==> config.mk <==
export PLATFORM = sky130hd
export DESIGN_NAME = pic_ctrl
export DESIGN_NICKNAME = d
export VERILOG_FILES = /design/src/rtl/pic_pkg.sv /design/src/rtl/pic_sync.sv /design/src/rtl/pic_mask_reg.sv /design/src/rtl/pic_prio_enc.sv /design/src/rtl/pic_ctrl.sv
export SDC_FILE = /design/constraint.sdc
export NUM_CORES = 1
export LEC_CHECK = 0
export BUFFER_PORTS_ARGS = -buffer_cell sky130_fd_sc_hd__buf_4
export CAP_MARGIN = 10
export CELL_PAD_IN_SITES_DETAIL_PLACEMENT = 1
export CELL_PAD_IN_SITES_GLOBAL_PLACEMENT = 1
export CORE_MARGIN = 2
export CORE_UTILIZATION = 41
export CTS_CLUSTER_SIZE = 16
export DETAILED_ROUTE_END_ITERATION = 10
export PLACE_DENSITY = 0.82
export SKIP_LAST_GASP = 1
export SYNTH_ARGS = -nofsm -noshare
export SYNTH_HDL_FRONTEND = slang
export SYNTH_SLANG_ARGS = --single-unit
==> constraint.sdc <==
create_clock -name clk -period 1.83 [get_ports clk]
set_input_delay 0.0915 -clock clk [delete_from_list [all_inputs] [get_ports clk]]
set_output_delay 0.0915 -clock clk [all_outputs]
set_load 0.02 [all_outputs]
==> src/rtl/pic_pkg.sv <==
// Package: shared sizes, register addresses and the fixed priority order
// of the interrupt controller. Assumes exactly twenty sources.
package pic_pkg;
    localparam int SRC_N  = 20;
    localparam int CODE_W = $clog2(SRC_N + 1);
    localparam int ADDR_W = 3;

    typedef enum logic [ADDR_W-1:0] {
        A_IRQ_STAT = 3'd0,
        A_IRQ_SET  = 3'd1,
        A_IRQ_CLR  = 3'd2,
        A_FIQ_STAT = 3'd3,
        A_FIQ_SET  = 3'd4,
        A_FIQ_CLR  = 3'd5,
        A_CODE     = 3'd6,
        A_SPARE    = 3'd7
    } pic_addr_e;

    // Source bit index at a given priority rank (rank 0 wins).
    function automatic int rank_src(input int rank);
        case (rank)
            0:  return 13;
            1:  return 0;
            2:  return 10;
            3:  return 11;
            4:  return 5;
            5:  return 6;
            6:  return 7;
            7:  return 8;
            8:  return 12;
            9:  return 9;
            10: return 14;
            11: return 2;
            12: return 3;
            13: return 4;
            14: return 1;
            default: return rank;
        endcase
    endfunction
endpackage

==> src/rtl/pic_sync.sv <==
// Multi-stage synchroniser for a vector of asynchronous level inputs.
// Assumes the inputs are slow levels, so per-bit skew is acceptable.
module pic_sync #(
    parameter int WIDTH  = 20,
    parameter int STAGES = 2
) (
    input  logic             clk,
    input  logic             rst_n,
    input  logic [WIDTH-1:0] din,
    output logic [WIDTH-1:0] dout
);
    logic [WIDTH-1:0] stg [STAGES];

    // First stage samples the raw inputs.
    always_ff @(posedge clk) begin
        if (!rst_n) stg[0] <= '0;
        else        stg[0] <= din;
    end

    for (genvar s = 1; s < STAGES; s++) begin : g_stage
        // Each later stage re-samples the one before it.
        always_ff @(posedge clk) begin
            if (!rst_n) stg[s] <= '0;
            else        stg[s] <= stg[s-1];
        end
    end

    assign dout = stg[STAGES-1];

    // one stage after a reset-free edge, the output follows the previous last-but-one stage
    a_r9_chain: assert property (@(posedge clk) disable iff (!rst_n)
        $past(rst_n) |-> dout == $past(STAGES > 1 ? stg[STAGES-2] : din));
endmodule

==> src/rtl/pic_mask_reg.sv <==
// Enable register changed only through write-one-to-set and
// write-one-to-clear strobes. Assumes the two strobes never coincide.
module pic_mask_reg #(
    parameter int WIDTH = 20
) (
    input  logic             clk,
    input  logic             rst_n,
    input  logic             set_we,
    input  logic             clr_we,
    input  logic [WIDTH-1:0] bits,
    output logic [WIDTH-1:0] en_q
);
    // Update enables: OR in set bits, or AND out clear bits.
    always_ff @(posedge clk) begin
        if (!rst_n)      en_q <= '0;
        else if (set_we) en_q <= en_q | bits;
        else if (clr_we) en_q <= en_q & ~bits;
    end

    // reset leaves every enable low
    a_r1_reset_clear: assert property (@(posedge clk)
        !rst_n |=> en_q == '0);
    // every written one is set afterwards, zeros keep their value
    a_r2_set_bits: assert property (@(posedge clk) disable iff (!rst_n)
        set_we |=> ((en_q & $past(bits)) == $past(bits)) &&
                   ((en_q & ~$past(bits)) == ($past(en_q) & ~$past(bits))));
    // every written one is cleared afterwards, zeros keep their value
    a_r3_clear_bits: assert property (@(posedge clk) disable iff (!rst_n)
        (clr_we && !set_we) |=> ((en_q & $past(bits)) == '0) &&
                   ((en_q & ~$past(bits)) == ($past(en_q) & ~$past(bits))));
endmodule

==> src/rtl/pic_prio_enc.sv <==
// Fixed-priority encoder over the enabled pending sources, ranked by
// pic_pkg::rank_src. Output is index plus one, or zero when idle.
module pic_prio_enc
    import pic_pkg::*;
(
    input  logic [SRC_N-1:0]  req,
    output logic [CODE_W-1:0] code
);
    // Scan from lowest to highest rank so the best match is written last.
    always_comb begin
        code = '0;
        for (int r = SRC_N - 1; r >= 0; r--) begin
            if (req[rank_src(r)]) code = CODE_W'(rank_src(r) + 1);
        end
    end
endmodule

==> src/rtl/pic_ctrl.sv <==
// Level interrupt controller top: synchronises the sources, holds IRQ
// and FIQ enable sets, encodes the winning source and serves a small
// register bus. Assumes one bus strobe per cycle at most.
module pic_ctrl
    import pic_pkg::*;
#(
    parameter int SYNC_STAGES = 2
) (
    input  logic              clk,
    input  logic              rst_n,
    input  logic [SRC_N-1:0]  src_i,
    input  logic [ADDR_W-1:0] bus_addr,
    input  logic              bus_wr,
    input  logic              bus_rd,
    input  logic [SRC_N-1:0]  bus_wdata,
    output logic [SRC_N-1:0]  bus_rdata,
    output logic              irq_o,
    output logic              fiq_o,
    output logic [CODE_W-1:0] irq_code_o
);
    logic [SRC_N-1:0] pend;
    logic [SRC_N-1:0] irq_en;
    logic [SRC_N-1:0] fiq_en;
    logic [SRC_N-1:0] irq_stat;
    logic [SRC_N-1:0] fiq_stat;
    logic [CODE_W-1:0] code;
    pic_addr_e        addr;

    assign addr = pic_addr_e'(bus_addr);

    pic_sync #(.WIDTH(SRC_N), .STAGES(SYNC_STAGES)) u_sync (
        .clk(clk), .rst_n(rst_n), .din(src_i), .dout(pend)
    );

    pic_mask_reg #(.WIDTH(SRC_N)) u_irq_en (
        .clk(clk), .rst_n(rst_n),
        .set_we(bus_wr && addr == A_IRQ_SET),
        .clr_we(bus_wr && addr == A_IRQ_CLR),
        .bits(bus_wdata), .en_q(irq_en)
    );

    pic_mask_reg #(.WIDTH(SRC_N)) u_fiq_en (
        .clk(clk), .rst_n(rst_n),
        .set_we(bus_wr && addr == A_FIQ_SET),
        .clr_we(bus_wr && addr == A_FIQ_CLR),
        .bits(bus_wdata), .en_q(fiq_en)
    );

    pic_prio_enc u_enc (.req(irq_stat), .code(code));

    // Combine pending levels with each enable set.
    always_comb begin
        irq_stat = pend & irq_en;
        fiq_stat = pend & fiq_en;
    end

    assign irq_o      = |irq_stat;
    assign fiq_o      = |fiq_stat;
    assign irq_code_o = code;

    // Capture read data on a read strobe; hold it otherwise.
    always_ff @(posedge clk) begin
        if (!rst_n) begin
            bus_rdata <= '0;
        end else if (bus_rd) begin
            case (addr)
                A_IRQ_STAT: bus_rdata <= irq_stat;
                A_FIQ_STAT: bus_rdata <= fiq_stat;
                A_CODE:     bus_rdata <= {{(SRC_N-CODE_W){1'b0}}, code};
                default:    bus_rdata <= '0;
            endcase
        end
    end

    // the line and the encoder agree on whether anything is pending
    a_r7_line_code: assert property (@(posedge clk) disable iff (!rst_n)
        irq_o == (irq_code_o != '0));
    // a reported code names a source that is enabled and pending
    a_r6_code_valid: assert property (@(posedge clk) disable iff (!rst_n)
        (irq_code_o != '0) |-> (pend[irq_code_o - 1'b1] && irq_en[irq_code_o - 1'b1]));
    // read data only moves on a read strobe
    a_r10_rdata_hold: assert property (@(posedge clk) disable iff (!rst_n)
        (!bus_rd && rst_n) |=> $stable(bus_rdata));
    // the fast line never fires without a fast-enabled source
    a_r4_fiq_gate: assert property (@(posedge clk) disable iff (!rst_n)
        fiq_o |-> (fiq_en != '0));
endmodule

; Word-level counts from Yosys, hierarchy flattened
; Memories as Yosys holds them, arrays and structs flattened.
; Index checks and enable logic that the tools add are counted.
; W data, S select, Z words.
[op_classes]
n_addsub = 20
eq_ne = 6
mux = 49
bitwise_logic = 9
n_reduce_logical = 9
[op_table]
columns = op, count
row1 = $mux W5, 40
row2 = $mux W20, 6
row3 = $add A5 B2 Y5 const B, 20
row4 = $and A20 B20 Y20, 4
row5 = $pmux W20 S3, 1
row6 = $or A20 B20 Y20, 2
row7 = $reduce_or A20 Y1, 2
row8 = $not A20 Y20, 1
row9 = $eq A3 B3 Y1 const B, 3
row10 = $eq A3 B2 Y1 const B, 2
row11 = $logic_and A1 B1 Y1, 4
row12 = $reduce_bool A2 Y1, 2
row13 = $eq A3 B1 Y1 const B, 1
row14 = $logic_not A3 Y1, 1
row15 = $mux W1, 2
row16 = $or A1 B1 Y1, 2
[word_totals]
register_bits = 60
mem_bits_rw = 40
out_inout_bits = 27
elab_cells = 97
mem_count = 1
[memory_table]
columns = memory, words, width, read_ports, rd_ports_with_merged_regs, write_ports, line
row1 = u_sync.stg, 2, 20, 2, 0, 2, pic_sync.sv:12  ; logic [WIDTH-1:0] stg [STAGES];

; Logic depth before layout (Yosys ltp)
; An unclocked memory read counts as a cell.
[logic_depth]
word_depth = 25
mapped_depth = 8
mapped_depth_nobuf = 5

; Cells and area by module
; From an unflattened synthesis, not the netlist that was laid out.
[unflattened]
hier_cells = 429
area_unflattened_um2 = 4270.3
[by_module_without_submodules]
columns = mod, n_inst, cells_each, area_each_um2, seq_area_each_um2
row1 = pic_mask_reg, 2, 88, 838.3, 400.4
row2 = pic_ctrl, 1, 127, 1239.9, 400.4
row3 = pic_sync, 1, 84, 1107.3, 800.8
row4 = pic_prio_enc, 1, 42, 246.5, 0.0

; Least setup slack after synthesis
; Ideal clock, no wire load.
[synth_timing]
kind = reg-to-reg
from = mem u_sync.stg[1][18]
to = reg bus_rdata[2]
arrival_time_ns = 1.504
required_time_ns = 1.771
setup_slack_ns = 0.267
path_stages_with_launch = 6
path_buffers = 0
synth_period_minus_slack_ns = 1.563
path_cell_list = dfxtp_1 > a22o_1 > and3b_1 > a31oi_1 > o311ai_2 > o21a_1
[synth_rtl]
columns = element, line
row1 = "start, declared", pic_sync.sv:12
row2 = "end signal, assigned", pic_ctrl.sv:67  ; A_IRQ_STAT: bus_rdata <= irq_stat;
row3 = "end signal, assigned", pic_ctrl.sv:68  ; A_FIQ_STAT: bus_rdata <= fiq_stat;
row4 = "end signal, assigned", pic_ctrl.sv:69  ; A_CODE: bus_rdata <= {{(SRC_N-CODE_W){1'b0}}, code};
row5 = "end, declared", pic_ctrl.sv:16  ; output logic [SRC_N-1:0] bus_rdata,

==> out/summary.txt <==
Rel. slew slack - 69.0%
worst min-delay path startpoint - bus_addr[0]
first-pass GRT wire length - 22.1 mm
crit path launch - u_sync.stg[1][7]
Min-Delay Path Class - input pin to flip-flop
Max-Cap Viols - 0
Worst-Skew Late Latency - 370 ps
I/O pin total - 74
max incr delay on CP - 360 ps
top layer in use - met4
final hold viol count - 0
DRC Markers - 0
ANT nets after route - 0
Synth Instances - 439
Core Region - 9640 um^2
Seq/Total Area, Yosys - 49.8%
First-pass DRT Iterations - 5
Post-Route WL - 14.9 mm
startpoint types - flip-flop
Longest Clk Path Bufs - 2
Die X - 103 um
Final WS setup - -177 ps
Leakage - 2.17 nW
Vias/cell - 5.92
Setup violations, final - 6
Net Count, Synth - 486
Ant. Diodes - 0
clk slew on worst S/H paths - 100 ps
critical-path cell list - a222oi_1 > buf_4 > nand2_4 > nor3_4 > nor2b_4 > buf_6
flops & latches, synth - 100
DRT met1 WL - 5.81 mm
port bufs - 73
FP Rows - 36
met3 WL - 1.13 mm
GRT overflow - 0
H-Tree Depth - 3
DR iter-0 viols - 322
CTS buffer count - 9
HPWL Detailed - 9.44 mm
Tcrit/Tclk final - 110%
Syn-to-layout area delta - 39.9%
Die Height - 103 um
Crit-path slowest cell - dfxtp_2
worst slew pin tran - 464 ps
vias in the first global route - 4077
Routed WL per cell - 21.3 um
final core utilization - 58.4%
Setup CP Type - flip-flop to output pin
synthesized area - 4020 um^2
RePlAce Congestion - 0.975
FF-to-FF Start - u_sync.stg[1][7]
Max Fclk - 498 MHz
Nets - 605
Initial Utilization - 41.7%
via count - 4117
Clock Tree Root - clkbuf_8
WP data arrival - 1920 ps
RSZ-0062 raised after global routing - true
Slew Limit Fails - 0
syn avg cell area - 9.17 um^2
clock skew - 11.2 ps
failing checks - negative setup slack
Die ar. - 10600 um^2
Yosys cell types - 40
pre-CTS WS - 111 ps
crit path time final - 2010 ps
Total GRT Usage - 28.0%
VDD IR-drop max - 0.000457 V
share of cells above drive strength 1 - 27.4%
Worst Path Required - 1740 ps
status - complete, but fails checks
yosys warns - 0
met2 wire len - 7.33 mm
largest net degree at the start of global routing - 46
P per Cell Area - 791 nW/um^2
initial antenna violation count - 0
CP Capture Type - output pin
CTS tree - yes
# clock sinks - 100
worst-path fanout max - 5
==> layer usage <==
layer / up-vias / track usage [%]
li1: 1853 / -
met3: 54 / 5.42
met5: - / 0
met2: 213 / 46.6
met4: 0 / 13.1
met1: 1997 / 34.9
==> critical path, delay by kind of cell, from the launching register on <==
| family | cells | cell delay (ps) |
|---|---|---|
| buf+inv | 2 | 320 |
| flops | 1 | 360 |
| compound gates | 1 | 340 |
| simple gates | 3 | 530 |
==> layout by cell type, fill, tap and decap left out, types with 2 or more instances in the layout <==
| cell type | Yosys | final |
|---|---|---|
| a21boi_1 | 0 | 2 |
| a21oi_1 | 31 | 30 |
| a221oi_2 | 0 | 5 |
| a222oi_1 | 3 | 3 |
| a22o_1 | 17 | 17 |
| a22oi_1 | 35 | 33 |
| a22oi_2 | 0 | 2 |
| a311oi_1 | 20 | 20 |
| a31oi_1 | 4 | 4 |
| a32oi_1 | 11 | 11 |
| and2_1 | 43 | 43 |
| and3b_1 | 3 | 2 |
| buf_12 | 0 | 3 |
| buf_4 | 0 | 93 |
| buf_6 | 1 | 3 |
| bufinv_16 | 0 | 2 |
| clkbuf_8 | 0 | 9 |
| clkinv_4 | 0 | 2 |
| dfxtp_1 | 100 | 82 |
| dfxtp_2 | 0 | 13 |
| dfxtp_4 | 0 | 5 |
| dlygate4sd3_1 | 0 | 40 |
| inv_1 | 2 | 2 |
| nand2_1 | 46 | 43 |
| nand2_2 | 0 | 2 |
| nand3_1 | 2 | 2 |
| nand3b_1 | 4 | 4 |
| nand4_1 | 3 | 3 |
| nor2_1 | 39 | 39 |
| nor3_1 | 6 | 6 |
| nor3b_1 | 3 | 2 |
| o21ai_0 | 10 | 8 |
| o21ai_1 | 3 | 5 |
==> repair_timing <==
| item | CTS | global route |
|---|---|---|
| hold buffers | 40 | 0 |
| endpoints found under the setup margin | 7 | 8 |
| resized for setup | 30 | 22 |
| buffers inserted | 6 | 5 |
| endpoints found under the hold margin | 52 | 0 |
| pin swaps | 7 | 7 |
==> power breakdown <==
part           total [W]  switching [W]  internal (W)
clock network    0.00163       0.000843      0.000791
logic           0.000505       0.000253      0.000252
registers        0.00231      0.0000672       0.00224
total            0.00445        0.00116       0.00329
==> layout make-up <==
| class | count | area (um^2) |
|---|---|---|
| sequential | 100 | 2040 |
| inverter | 4 | 15.0 |
| tap | 133 | 166 |
| fill | 1108 | 4010 |
| timing repair buffer | 139 | 1190 |
| multi-input combinational | 304 | 1980 |
| clock inverter | 7 | 110 |
| clock buffer | 9 | 124 |
==> synthesized netlist by cell type, drive strengths merged <==
| library cell | count | area [um^2] |
|---|---|---|
| nor3b | 3 | 22.5 |
| a21boi | 3 | 22.5 |
| a221oi | 5 | 43.8 |
| o31a | 1 | 8.76 |
| and2 | 43 | 269 |
| o21ai | 13 | 65.1 |
| and3b | 3 | 26.3 |
| a22oi | 35 | 263 |
| a32oi | 11 | 96.3 |
| o21a | 1 | 7.51 |
| and4b | 1 | 10.0 |
| nor2 | 39 | 146 |
| clkbuf | 18 | 67.6 |
| nand2 | 46 | 173 |
| nand3 | 2 | 10.0 |
| nor3 | 7 | 40.0 |
| inv | 3 | 11.3 |
| a21oi | 31 | 155 |
| nand3b | 4 | 30.0 |
| clkinv | 1 | 3.75 |
| o2111ai | 1 | 8.76 |
| a311oi | 20 | 175 |
| nor4bb | 1 | 10.0 |
| nor2b | 1 | 6.26 |
| nand4 | 3 | 18.8 |
| a22o | 18 | 159 |
| a31oi | 4 | 25.0 |
| o311ai | 1 | 16.3 |
| and3 | 1 | 6.26 |
| a21o | 1 | 7.51 |
| buf | 13 | 71.3 |
| o31ai | 1 | 7.51 |
| xnor2 | 1 | 8.76 |
| a222oi | 3 | 30.0 |
| dfxtp | 100 | 2000 |
==> stage by stage <==
stage / hold slack, ps / setup TNS, ps / area, um^2 / instances / power (W)
floorplan: 208 / 0 / 4020 / 439 / 0.00254
global placement: 299 / 0 / 4760 / 629 / 0.00274
detailed placement: 304 / 0 / 4760 / 629 / 0.00276
CTS: 29.9 / -623 / 5530 / 691 / 0.00445
global route: 39.8 / -1070 / 5630 / 696 / 0.00460
finish: 53.4 / -683 / 5630 / 696 / 0.00445
==> cells by family after synthesis <==
logic type	share of synthesized area, %
simple gates	19.1
compound gates	27.1
flops	49.8
buf+inv	3.82
xor+xnor	0.218
==> worst paths after layout <==
path                 endpoint  cells past startpoint  slack (ps)
min                 flip-flop                      2          50
max             irq_code_o[4]                      6        -180
max reg2reg      bus_rdata[4]                      7         140
min reg2reg  u_sync.stg[1][6]                      1         440
Note: power is estimated with default switching activity, not from simulation.
